[src/rtl/simd_branch_pkg.sv]
package simd_branch_pkg;
  typedef enum logic [1:0] {
    PH_IDLE = 2'd0,
    PH_THEN = 2'd1,
    PH_ELSE = 2'd2,
    PH_JOIN = 2'd3
  } phase_e;

  function automatic int unsigned lane_count(input logic [63:0] v, input int unsigned n);
    int unsigned c;
    c = 0;
    for (int unsigned i = 0; i < n; i++) c += int'(v[i]);
    return c;
  endfunction
endpackage

[src/rtl/sbm_mask_split.sv]
module sbm_mask_split
  import simd_branch_pkg::*;
#(
  parameter int unsigned LANES = 8
) (
  input  logic             clk_i,
  input  logic             rst_ni,
  input  logic             load_i,
  input  logic [LANES-1:0] cond_i,
  input  logic [LANES-1:0] entry_i,
  input  phase_e           phase_i,
  output logic             then_any_o,
  output logic             else_any_o,
  output logic [LANES-1:0] mask_o
);
  logic [LANES-1:0] then_c, else_c;
  logic [LANES-1:0] entry_q, then_q, else_q;

  assign then_c     = cond_i & entry_i;
  assign else_c     = ~cond_i & entry_i;
  assign then_any_o = |then_c;
  assign else_any_o = |else_c;

  always_ff @(posedge clk_i or negedge rst_ni) begin
    if (!rst_ni) begin
      entry_q <= '0;
      then_q  <= '0;
      else_q  <= '0;
    end else if (load_i) begin
      entry_q <= entry_i;
      then_q  <= then_c;
      else_q  <= else_c;
    end
  end

  always_comb begin
    unique case (phase_i)
      PH_THEN: mask_o = then_q;
      PH_ELSE: mask_o = else_q;
      PH_JOIN: mask_o = entry_q;
      default: mask_o = '0;
    endcase
  end

  // never enable a lane absent at entry
  a_r6_subset_entry: assert property (@(posedge clk_i) disable iff (!rst_ni)
    (mask_o & ~entry_q) == '0);
endmodule

[src/rtl/sbm_phase_seq.sv]
module sbm_phase_seq
  import simd_branch_pkg::*;
#(
  parameter int unsigned LEN_W = 8
) (
  input  logic             clk_i,
  input  logic             rst_ni,
  input  logic             start_i,
  input  logic             then_any_i,
  input  logic             else_any_i,
  input  logic [LEN_W-1:0] then_len_i,
  input  logic [LEN_W-1:0] else_len_i,
  output logic             load_o,
  output phase_e           phase_o
);
  phase_e           phase_q, phase_d;
  logic [LEN_W-1:0] rem_q, rem_d, else_len_q, else_len_d;
  logic             else_go_q, else_go_d;
  logic             then_go, else_go;

  assign load_o  = start_i && (phase_q == PH_IDLE);
  assign then_go = then_any_i && (then_len_i != '0);
  assign else_go = else_any_i && (else_len_i != '0);
  assign phase_o = phase_q;

  always_comb begin
    phase_d    = phase_q;
    rem_d      = rem_q;
    else_len_d = else_len_q;
    else_go_d  = else_go_q;
    unique case (phase_q)
      PH_IDLE: if (load_o) begin
        else_go_d  = else_go;
        else_len_d = else_len_i;
        if (then_go) begin
          phase_d = PH_THEN;
          rem_d   = then_len_i - 1'b1;
        end else if (else_go) begin
          phase_d = PH_ELSE;
          rem_d   = else_len_i - 1'b1;
        end else begin
          phase_d = PH_JOIN;
        end
      end
      PH_THEN: if (rem_q == '0) begin
        if (else_go_q) begin
          phase_d = PH_ELSE;
          rem_d   = else_len_q - 1'b1;
        end else begin
          phase_d = PH_JOIN;
        end
      end else begin
        rem_d = rem_q - 1'b1;
      end
      PH_ELSE: if (rem_q == '0) phase_d = PH_JOIN;
               else rem_d = rem_q - 1'b1;
      default: phase_d = PH_IDLE;
    endcase
  end

  always_ff @(posedge clk_i or negedge rst_ni) begin
    if (!rst_ni) begin
      phase_q    <= PH_IDLE;
      rem_q      <= '0;
      else_len_q <= '0;
      else_go_q  <= 1'b0;
    end else begin
      phase_q    <= phase_d;
      rem_q      <= rem_d;
      else_len_q <= else_len_d;
      else_go_q  <= else_go_d;
    end
  end

  a_r4_join_single: assert property (@(posedge clk_i) disable iff (!rst_ni)
    phase_q == PH_JOIN |=> phase_q == PH_IDLE);
  a_r7_start_ignored: assert property (@(posedge clk_i) disable iff (!rst_ni)
    (phase_q == PH_ELSE && rem_q != '0) |=> phase_q == PH_ELSE);
  a_r2_idle_leaves_on_start: assert property (@(posedge clk_i) disable iff (!rst_ni)
    (phase_q == PH_IDLE && !start_i) |=> phase_q == PH_IDLE);
endmodule

[src/rtl/sbm_util_count.sv]
module sbm_util_count
  import simd_branch_pkg::*;
#(
  parameter int unsigned LANES = 8,
  parameter int unsigned CNT_W = 32
) (
  input  logic             clk_i,
  input  logic             rst_ni,
  input  phase_e           phase_i,
  input  logic [LANES-1:0] mask_i,
  output logic [CNT_W-1:0] useful_o,
  output logic [CNT_W-1:0] total_o
);
  localparam logic [CNT_W-1:0] LANE_STEP = CNT_W'(LANES);
  logic [CNT_W-1:0] pop;

  assign pop = CNT_W'(lane_count(64'(mask_i), LANES));

  always_ff @(posedge clk_i or negedge rst_ni) begin
    if (!rst_ni) begin
      useful_o <= '0;
      total_o  <= '0;
    end else if (phase_i != PH_IDLE) begin
      useful_o <= useful_o + pop;
      total_o  <= total_o + LANE_STEP;
    end
  end

  a_r8_total_step: assert property (@(posedge clk_i) disable iff (!rst_ni)
    phase_i != PH_IDLE |=> total_o == $past(total_o) + LANE_STEP);
  a_r8_idle_hold: assert property (@(posedge clk_i) disable iff (!rst_ni)
    phase_i == PH_IDLE |=> $stable(useful_o) && $stable(total_o));
endmodule

[src/rtl/simd_branch_mask.sv]
module simd_branch_mask
  import simd_branch_pkg::*;
#(
  parameter int unsigned LANES = 8,
  parameter int unsigned LEN_W = 8,
  parameter int unsigned CNT_W = 32
) (
  input  logic             clk_i,
  input  logic             rst_ni,
  input  logic             start_i,
  input  logic [LANES-1:0] cond_i,
  input  logic [LANES-1:0] entry_mask_i,
  input  logic [LEN_W-1:0] then_len_i,
  input  logic [LEN_W-1:0] else_len_i,
  output logic [LANES-1:0] mask_o,
  output logic [1:0]       phase_o,
  output logic             busy_o,
  output logic [CNT_W-1:0] useful_o,
  output logic [CNT_W-1:0] total_o
);
  phase_e phase;
  logic   load, then_any, else_any;

  sbm_phase_seq #(.LEN_W(LEN_W)) u_seq (
    .clk_i, .rst_ni, .start_i,
    .then_any_i(then_any), .else_any_i(else_any),
    .then_len_i, .else_len_i,
    .load_o(load), .phase_o(phase)
  );

  sbm_mask_split #(.LANES(LANES)) u_split (
    .clk_i, .rst_ni, .load_i(load), .cond_i, .entry_i(entry_mask_i),
    .phase_i(phase), .then_any_o(then_any), .else_any_o(else_any), .mask_o
  );

  sbm_util_count #(.LANES(LANES), .CNT_W(CNT_W)) u_cnt (
    .clk_i, .rst_ni, .phase_i(phase), .mask_i(mask_o), .useful_o, .total_o
  );

  assign phase_o = phase;
  assign busy_o  = (phase != PH_IDLE);

  a_r5_then_nonempty: assert property (@(posedge clk_i) disable iff (!rst_ni)
    phase == PH_THEN |-> mask_o != '0);
  a_r5_else_nonempty: assert property (@(posedge clk_i) disable iff (!rst_ni)
    phase == PH_ELSE |-> mask_o != '0);
  a_r9_idle_quiet: assert property (@(posedge clk_i) disable iff (!rst_ni)
    phase == PH_IDLE |-> mask_o == '0);
  a_r8_useful_bound: assert property (@(posedge clk_i) disable iff (!rst_ni)
    useful_o <= total_o);
endmodule

[config.mk]
export PLATFORM = sky130hd
export DESIGN_NAME = simd_branch_mask
export DESIGN_NICKNAME = d
export VERILOG_FILES = /design/src/rtl/simd_branch_pkg.sv /design/src/rtl/sbm_mask_split.sv /design/src/rtl/sbm_phase_seq.sv /design/src/rtl/sbm_util_count.sv /design/src/rtl/simd_branch_mask.sv
export SDC_FILE = /design/constraint.sdc
export NUM_CORES = 1
export LEC_CHECK = 0
export BUFFER_PORTS_ARGS = -buffer_cell sky130_fd_sc_hd__buf_2
export CAP_MARGIN = 20
export CELL_PAD_IN_SITES_DETAIL_PLACEMENT = 1
export CELL_PAD_IN_SITES_GLOBAL_PLACEMENT = 2
export CORE_ASPECT_RATIO = 0.6
export CORE_MARGIN = 5
export CORE_UTILIZATION = 30
export DETAILED_ROUTE_END_ITERATION = 8
export GPL_ROUTABILITY_DRIVEN = 0
export PLACE_DENSITY = 0.74
export SETUP_SLACK_MARGIN = 0.2
export SLEW_MARGIN = 10
export SYNTH_ARGS = -nofsm -noshare
export SYNTH_HDL_FRONTEND = slang
export SYNTH_HIERARCHICAL = 1
export SYNTH_SLANG_ARGS = --single-unit
export TNS_END_PERCENT = 10
[constraint.sdc]
create_clock -name clk_i -period 4.9 [get_ports clk_i]
set_clock_uncertainty 0.15 [all_clocks]
set_input_delay 0.245 -clock clk_i [delete_from_list [all_inputs] [get_ports clk_i]]
set_output_delay 0.245 -clock clk_i [all_outputs]
set_load 0.01 [all_outputs]
==> metrics, run 1 <==
CP Cell Sequence nor2b_4 -> a22o_1 -> fa_1 -> inv_1 -> fa_1 -> fa_1 -> fa_1 -> fa_1 -> nor2b_1 -> o2111a_1 -> nand3_2 -> nor3_2 -> xor2_1; chip width ~190 um; first-pass GRT wire length between 20,000 and 30,000 um; num ports 110; cell mode on critical path fa_1; clock period minus worst slack 4550 ps; power per standard cell area roughly 580 nW/um^2; Synth warnings 6; CTS tree yes; I/O Buffers between 100 and 150; postcts setup bufs 0; total clock sinks ~100; GRT Util Overall 0.152; CTS Buf Count 9; Area Growth Syn to Fin 20.3%; Die Y between 100 and 150 um; area of the core between 15,000 and 20,000 um^2; Slew headroom 0.404; grt total ovfl 0; flops & latches, synth 104; area of the multi-input gates approximately 3000 um^2; min setup slack post-route 354 ps; Storage cell area approximately 2600 um^2; Routed WL 16,900 um; leak pwr 3.29 nW; slowest stage delay, CP about 540 ps; filler instances between 2,000 and 2,500; Final ANT Viol Nets 0; DIE AREA 22,600 um^2; Slowest-stage cell, CP fa_1; Worst-path clk slew 80 ps; cells after synthesis 587; Post-DP Area roughly 6700 um^2; Synth Cell Area 5890 um^2; initial antenna violation count 0; Max VDD drop 0.214 mV; H-tree depth 3; Distinct cells, synth 71; DRT Pass-1 Iters 4; starting density of the core 0.307; Seq/Total Area, Yosys 0.442; critical path type reg2reg; CTS Buffer Depth 2; Clock Latency Late Sink approximately 350 ps; Hold Crit Class in2reg; period utilisation layout 0.928; Nets roughly 750; Rows 39; Synth Flop Type dfrtp_1; largest net degree at the start of global routing 66; Iter 0 DRT Violations approximately 230; Hold Fails Final Rpt 0; Req. time, crit path approximately 5000 ps; critical path fanouts, max 9; post-DR wirelength/cell approximately 17 um; unrepaired setup endpoints after global routing true; Setup-failing EPs final 0; Vias/cell about 5.0; setup TNS 0 ps; residual DRC count 0; crit start category flip-flop; vias in the first global route 5,161; design area a little over 7000 um^2; worst slew pin tran 894 ps; CP Capture Type flip-flop; Detailed Place HPWL 13,300 um; share of post-route cells with drive strength above 1 0.261; number of enable flip-flop cells after synthesis 0; syn_area_per_cell 10.0 um^2; diode count 0; status finished clean; CP Data Arrival Time 4660 ps; Slew Limit Fails 0; ys async rst share 1.00; Post-Place Worst Slack ~270 ps; Max-cap violations 0; vias between 4,000 and 5,000; Fmax achieved 0.220 GHz; CTS Root Cell clkbuf_16
through the flow:
step / power [mW] / hold WS (ps) / std cells / utilization
finish: 4.08 / 21.1 / 972 / 0.369
global placement: 3.29 / 261 / 948 / 0.349
detailed placement: 3.38 / 285 / 948 / 0.349
global route: 4.46 / 23.2 / 972 / 0.369
CTS: 4.12 / 6.78 / 971 / 0.368
floorplan: 2.71 / -201 / 589 / -
worst max-delay path, delay by kind of cell (launching register included):
family,cells,cell delay [ps]
adder cells (fa/ha/maj),5,2340
XOR/XNOR,1,180
AND/OR/NAND/NOR,4,720
flip-flops,1,470
AO/OA/AOI/OAI,2,560
buffers and inverters,1,50
per-layer routing:
layer,wire length (um),vias up,track usage
li1,-,2293,-
met4,61,0,0.0220
met2,7380,96,0.233
met3,754,7,0.0342
met5,0,-,0
met1,8690,2440,0.224
power by group:
group / switching [mW] / leakage (nW) / internal (mW)
clock: 0.356 / 0.137 / 0.355
combinational: 1.15 / 1.80 / 0.871
sequential: 0.238 / 1.35 / 1.11
Yosys cell counts, drive strengths merged, types with 4 or more instances:
cell | count | share of area
xor2 | 26 | 0.039
xnor2 | 40 | 0.059
nor2b | 13 | 0.015
fa | 6 | 0.020
nor2 | 32 | 0.022
a31oi | 4 | 0.0042
clkbuf | 7 | 0.0045
nor4 | 7 | 0.011
mux2 | 20 | 0.038
a22oi | 9 | 0.011
o21ai | 37 | 0.032
o211ai | 4 | 0.0076
o41ai | 6 | 0.010
a22o | 10 | 0.015
nor3 | 10 | 0.011
nand4 | 14 | 0.017
dfrtp | 104 | 0.44
inv | 34 | 0.022
buf | 15 | 0.020
or3 | 6 | 0.0064
and3 | 6 | 0.0064
nand2b | 5 | 0.0053
o31ai | 7 | 0.0089
nand3 | 31 | 0.028
a21oi | 18 | 0.015
or2 | 7 | 0.0074
nand2 | 60 | 0.038
or4 | 5 | 0.0070
ha | 10 | 0.021
cell usage in the layout (no fill, tap or decap), types with 4 or more instances in the layout:
master and n:
a31oi_1 4, fa_1 6, xnor2_1 40, buf_4 10, dfrtp_1 104, nor2b_1 12, nand3_1 28, xor2_1 26
nand2_1 60, ha_1 10, o31ai_1 7, o41ai_1 5, o21ai_0 33, nand2b_1 5, a22oi_1 9, a21oi_1 18
inv_1 33, or2_2 5, clkbuf_16 9, buf_2 105, or3_1 6, nor4_1 5, nor3_1 7, a22o_1 10
nor2_1 31, mux2_2 20, and3_1 6, or4_1 4, nand4_1 12, dlygate4sd3_1 7
sequential cells by signal, indices dropped and copies added, names as in the netlist:
register          cells
u_seq/phase_o         2
u_seq/else_go_q       1
u_split/then_q        8
u_seq/else_len_q      8
u_split/else_q        8
u_split/entry_q       8
u_seq/rem_q           8
u_cnt/useful_o       32
u_cnt/total_o        29
final cells by class:
class / instances / share of cell area
multi-input combinational: 429 / 0.428
sequential: 104 / 0.367
timing repair buffer: 123 / 0.0985
tap: 266 / 0.0470
clock buffer: 9 / 0.0318
inverter: 34 / 0.0180
clock inverter: 7 / 0.00918
cell families after synthesis:
kind of cell / synth area share
AO/OA/AOI/OAI: 0.135
buffers and inverters: 0.0461
adder cells (fa/ha/maj): 0.0416
flip-flops: 0.442
XOR/XNOR: 0.0981
multiplexers: 0.0437
other: 0.000636
AND/OR/NAND/NOR: 0.193
worst paths after layout:
check / start / end / slack, ps / cells after the start
max in group asynchronous: rst_ni / u_cnt/useful_o[27]$_DFFE_PN0P_ / 3090 / 3
worst min-delay path: cond_i[5] / u_split/then_q[5]$_DFFE_PN0P_ / 20 / 3
min in group asynchronous: rst_ni / u_split/then_q[6]$_DFFE_PN0P_ / 400 / 2
worst max register to register: u_seq/phase_o[1]$_DFFE_PN0P_ / u_cnt/useful_o[30]$_DFFE_PN0P_ / 350 / 13
worst min register to register: u_cnt/useful_o[31]$_DFFE_PN0P_ / u_cnt/useful_o[31]$_DFFE_PN0P_ / 330 / 1
worst max-delay path: u_seq/phase_o[1]$_DFFE_PN0P_ / u_cnt/useful_o[30]$_DFFE_PN0P_ / 350 / 13
what timing repair did:
action | CTS | global route
hold buffers | 7 | 0
endpoints found under the setup margin | 0 | 15
endpoints found under the hold margin | 70 | 0
resized for setup | 0 | 2
Power figures use the tool's default switching activity.
==> run 2, diff against run 1 <==
--- a/config.mk
+++ b/config.mk
@@ -5,7 +5,7 @@
 export SDC_FILE = /design/constraint.sdc
 export NUM_CORES = 1
 export LEC_CHECK = 0
-export BUFFER_PORTS_ARGS = -buffer_cell sky130_fd_sc_hd__buf_2
+export BUFFER_PORTS_ARGS = -buffer_cell sky130_fd_sc_hd__buf_4
 export CAP_MARGIN = 20
 export CELL_PAD_IN_SITES_DETAIL_PLACEMENT = 1
 export CELL_PAD_IN_SITES_GLOBAL_PLACEMENT = 2
==> metrics, run 2 (synthesized netlist as in run 1, its figures left out) <==
status finished clean; share of post-route cells with drive strength above 1 0.262; dpl cells 948; Req. time, crit path roughly 5000 ps; total clock sinks 104; worst slew pin tran 844 ps; setup TNS 0 ps; post-DR wirelength/cell 17.6 um; Net Sw Frac 0.416; Detailed Place HPWL 13,400 um; CTS tree yes; num ports between 100 and 150; most common cell after layout, fill and taps aside buf_4; Max-cap violations 0; min setup slack post-route 345 ps; Iter 0 DRT Violations 283; Area Growth Syn to Fin 27.3%; starting density of the core 0.307; Slew headroom 0.437; first-pass GRT wire length 28,300 um; largest net degree at the start of global routing 61; CP Cell Sequence nor2b_4 -> a22o_1 -> fa_1 -> inv_1 -> fa_1 -> fa_1 -> fa_1 -> fa_1 -> nor2b_1 -> o2111a_2 -> nand3_4 -> nor3_2 -> xor2_1; clock period minus worst slack approximately 4600 ps; critical path fanouts, max 10; Clock Latency Late Sink 360 ps; Slowest-stage cell, CP fa_1; Vias/cell 4.92; Fmax achieved 0.220 GHz; Post-Place Worst Slack 143 ps; CTS Root Cell clkbuf_16; Die Y 119 um; diode count 0; worst reg-to-reg setup slack 350 ps; CTS Buf Count 9; period utilisation layout 0.930; I/O Buffers roughly 110; power per standard cell area between 500 and 600 nW/um^2; Routed WL between 15,000 and 20,000 um; final cell count without fillers 987; Most flops, register u_cnt/useful_o; chip width 191 um; Hold Fails Final Rpt 0; GRT Util Overall 0.156; CP Capture Type flip-flop; largest delay contributor family on the critical path adder cells; clock share of power 0.168; Sw Pwr 1.74 mW; cell mode on critical path fa_1; Slew Limit Fails 0; Setup-failing EPs final 0; internal power contribution 2.45 mW; Final ANT Viol Nets 0; vias in the first global route 5,142; vias 4,857; DRT Pass-1 Iters 4; CP Data Arrival Time 4680 ps; Max VDD drop between 0.2 and 0.25 mV; Nets roughly 770; Rows 39; Top Registers u_cnt/useful_o: 32 flops, u_cnt/total_o: 29 flops; area of the core 19,200 um^2; Worst-path clk slew ~70 ps; most frequent cells in the layout buf_4 (117), dfrtp_1 (103), nand2_1 (60); initial antenna violation count 0; grt total ovfl 0; Logic pwr share 0.509; crit start category flip-flop; DIE AREA 22,600 um^2; leak pwr 3.38 nW; sum of buffers and inverters on the critical path 1; critical path type reg2reg; residual DRC count 0; Largest register FFs 32; sequential share of power 0.323; CTS Buffer Depth 2; Hold Crit Class in2reg; filler instances 2,172; unrepaired setup endpoints after global routing true; H-tree depth 3; slowest stage delay, CP 550 ps
[run 2: changes by cell type in the layout (fill, tap and decap cells not counted), moves of 2 or more]
cell	change
dlygate4sd3_1	+14
buf_2	-105
clkbuf_8	+2
buf_4	+107
[run 2: metrics by stage]
stage	hold slack (ps)	power [mW]	util	cell area, um^2
after floorplan	-201	2.71	-	5900
after global placement	232	3.36	0.362	6950
after detailed placement	247	3.47	0.362	6950
after CTS	2.77	4.22	0.388	7450
after global routing	10.7	4.56	0.391	7500
final	8.39	4.19	0.391	7500
[run 2: what timing repair did]
item | CTS | global route
hold endpoints to repair | 78 | 0
setup endpoints to repair | 3 | 23
hold buffers | 21 | 0
gates resized for setup | 2 | 6
pin swaps | 0 | 1
buffers inserted | 0 | 2
cloned | 0 | 0
[run 2: final cells by class]
type / count / area, um^2 / area share
Sequential cell: 104 / 2600 / 0.347
Clock buffer: 12 / 256 / 0.0342
Inverter: 34 / 128 / 0.0170
Multi-Input combinational cell: 429 / 3050 / 0.407
Timing Repair Buffer: 139 / 1100 / 0.147
Clock inverter: 3 / 25.0 / 0.00334
Tap cell: 266 / 333 / 0.0444
[run 2: path summary, 6_finish.rpt]
| kind | startpoint | endpoint | cells after the start |
|---|---|---|---|
| min in group asynchronous | rst_ni | u_split/entry_q[5]$_DFFE_PN0P_ | 2 |
| max | u_seq/phase_o[1]$_DFFE_PN0P_ | u_cnt/useful_o[30]$_DFFE_PN0P_ | 13 |
| max in group asynchronous | rst_ni | u_split/else_q[4]$_DFFE_PN0P_ | 3 |
| min | cond_i[2] | u_split/then_q[2]$_DFFE_PN0P_ | 3 |
| min reg2reg | u_cnt/total_o[31]$_DFFE_PN0P_ | u_cnt/total_o[31]$_DFFE_PN0P_ | 1 |
| max reg2reg | u_seq/phase_o[1]$_DFFE_PN0P_ | u_cnt/useful_o[30]$_DFFE_PN0P_ | 13 |
[run 2: power groups by stage]
stage | registers (mW) | logic, mW | clock network [mW]
finish | 1.36 | 2.13 | 0.704
global route | 1.39 | 2.40 | 0.771
CTS | 1.36 | 2.12 | 0.740
detailed placement | 1.38 | 2.09 | 0
global placement | 1.36 | 2.01 | 0
floorplan | 1.34 | 1.37 | 0
[run 2: per-layer routing]
metal | share of wire | vias up | GRT usage
met4 | 0.014 | 0 | 0.0354
li1 | - | 2316 | -
met5 | 0 | - | 0
met1 | 0.50 | 2416 | 0.225
met2 | 0.43 | 108 | 0.233
met3 | 0.050 | 17 | 0.0448
[run 2: tightest hold or removal path, stage by stage]
cell	delay [ps]
buf_4	90
nand3_1	60
o21ai_0	70
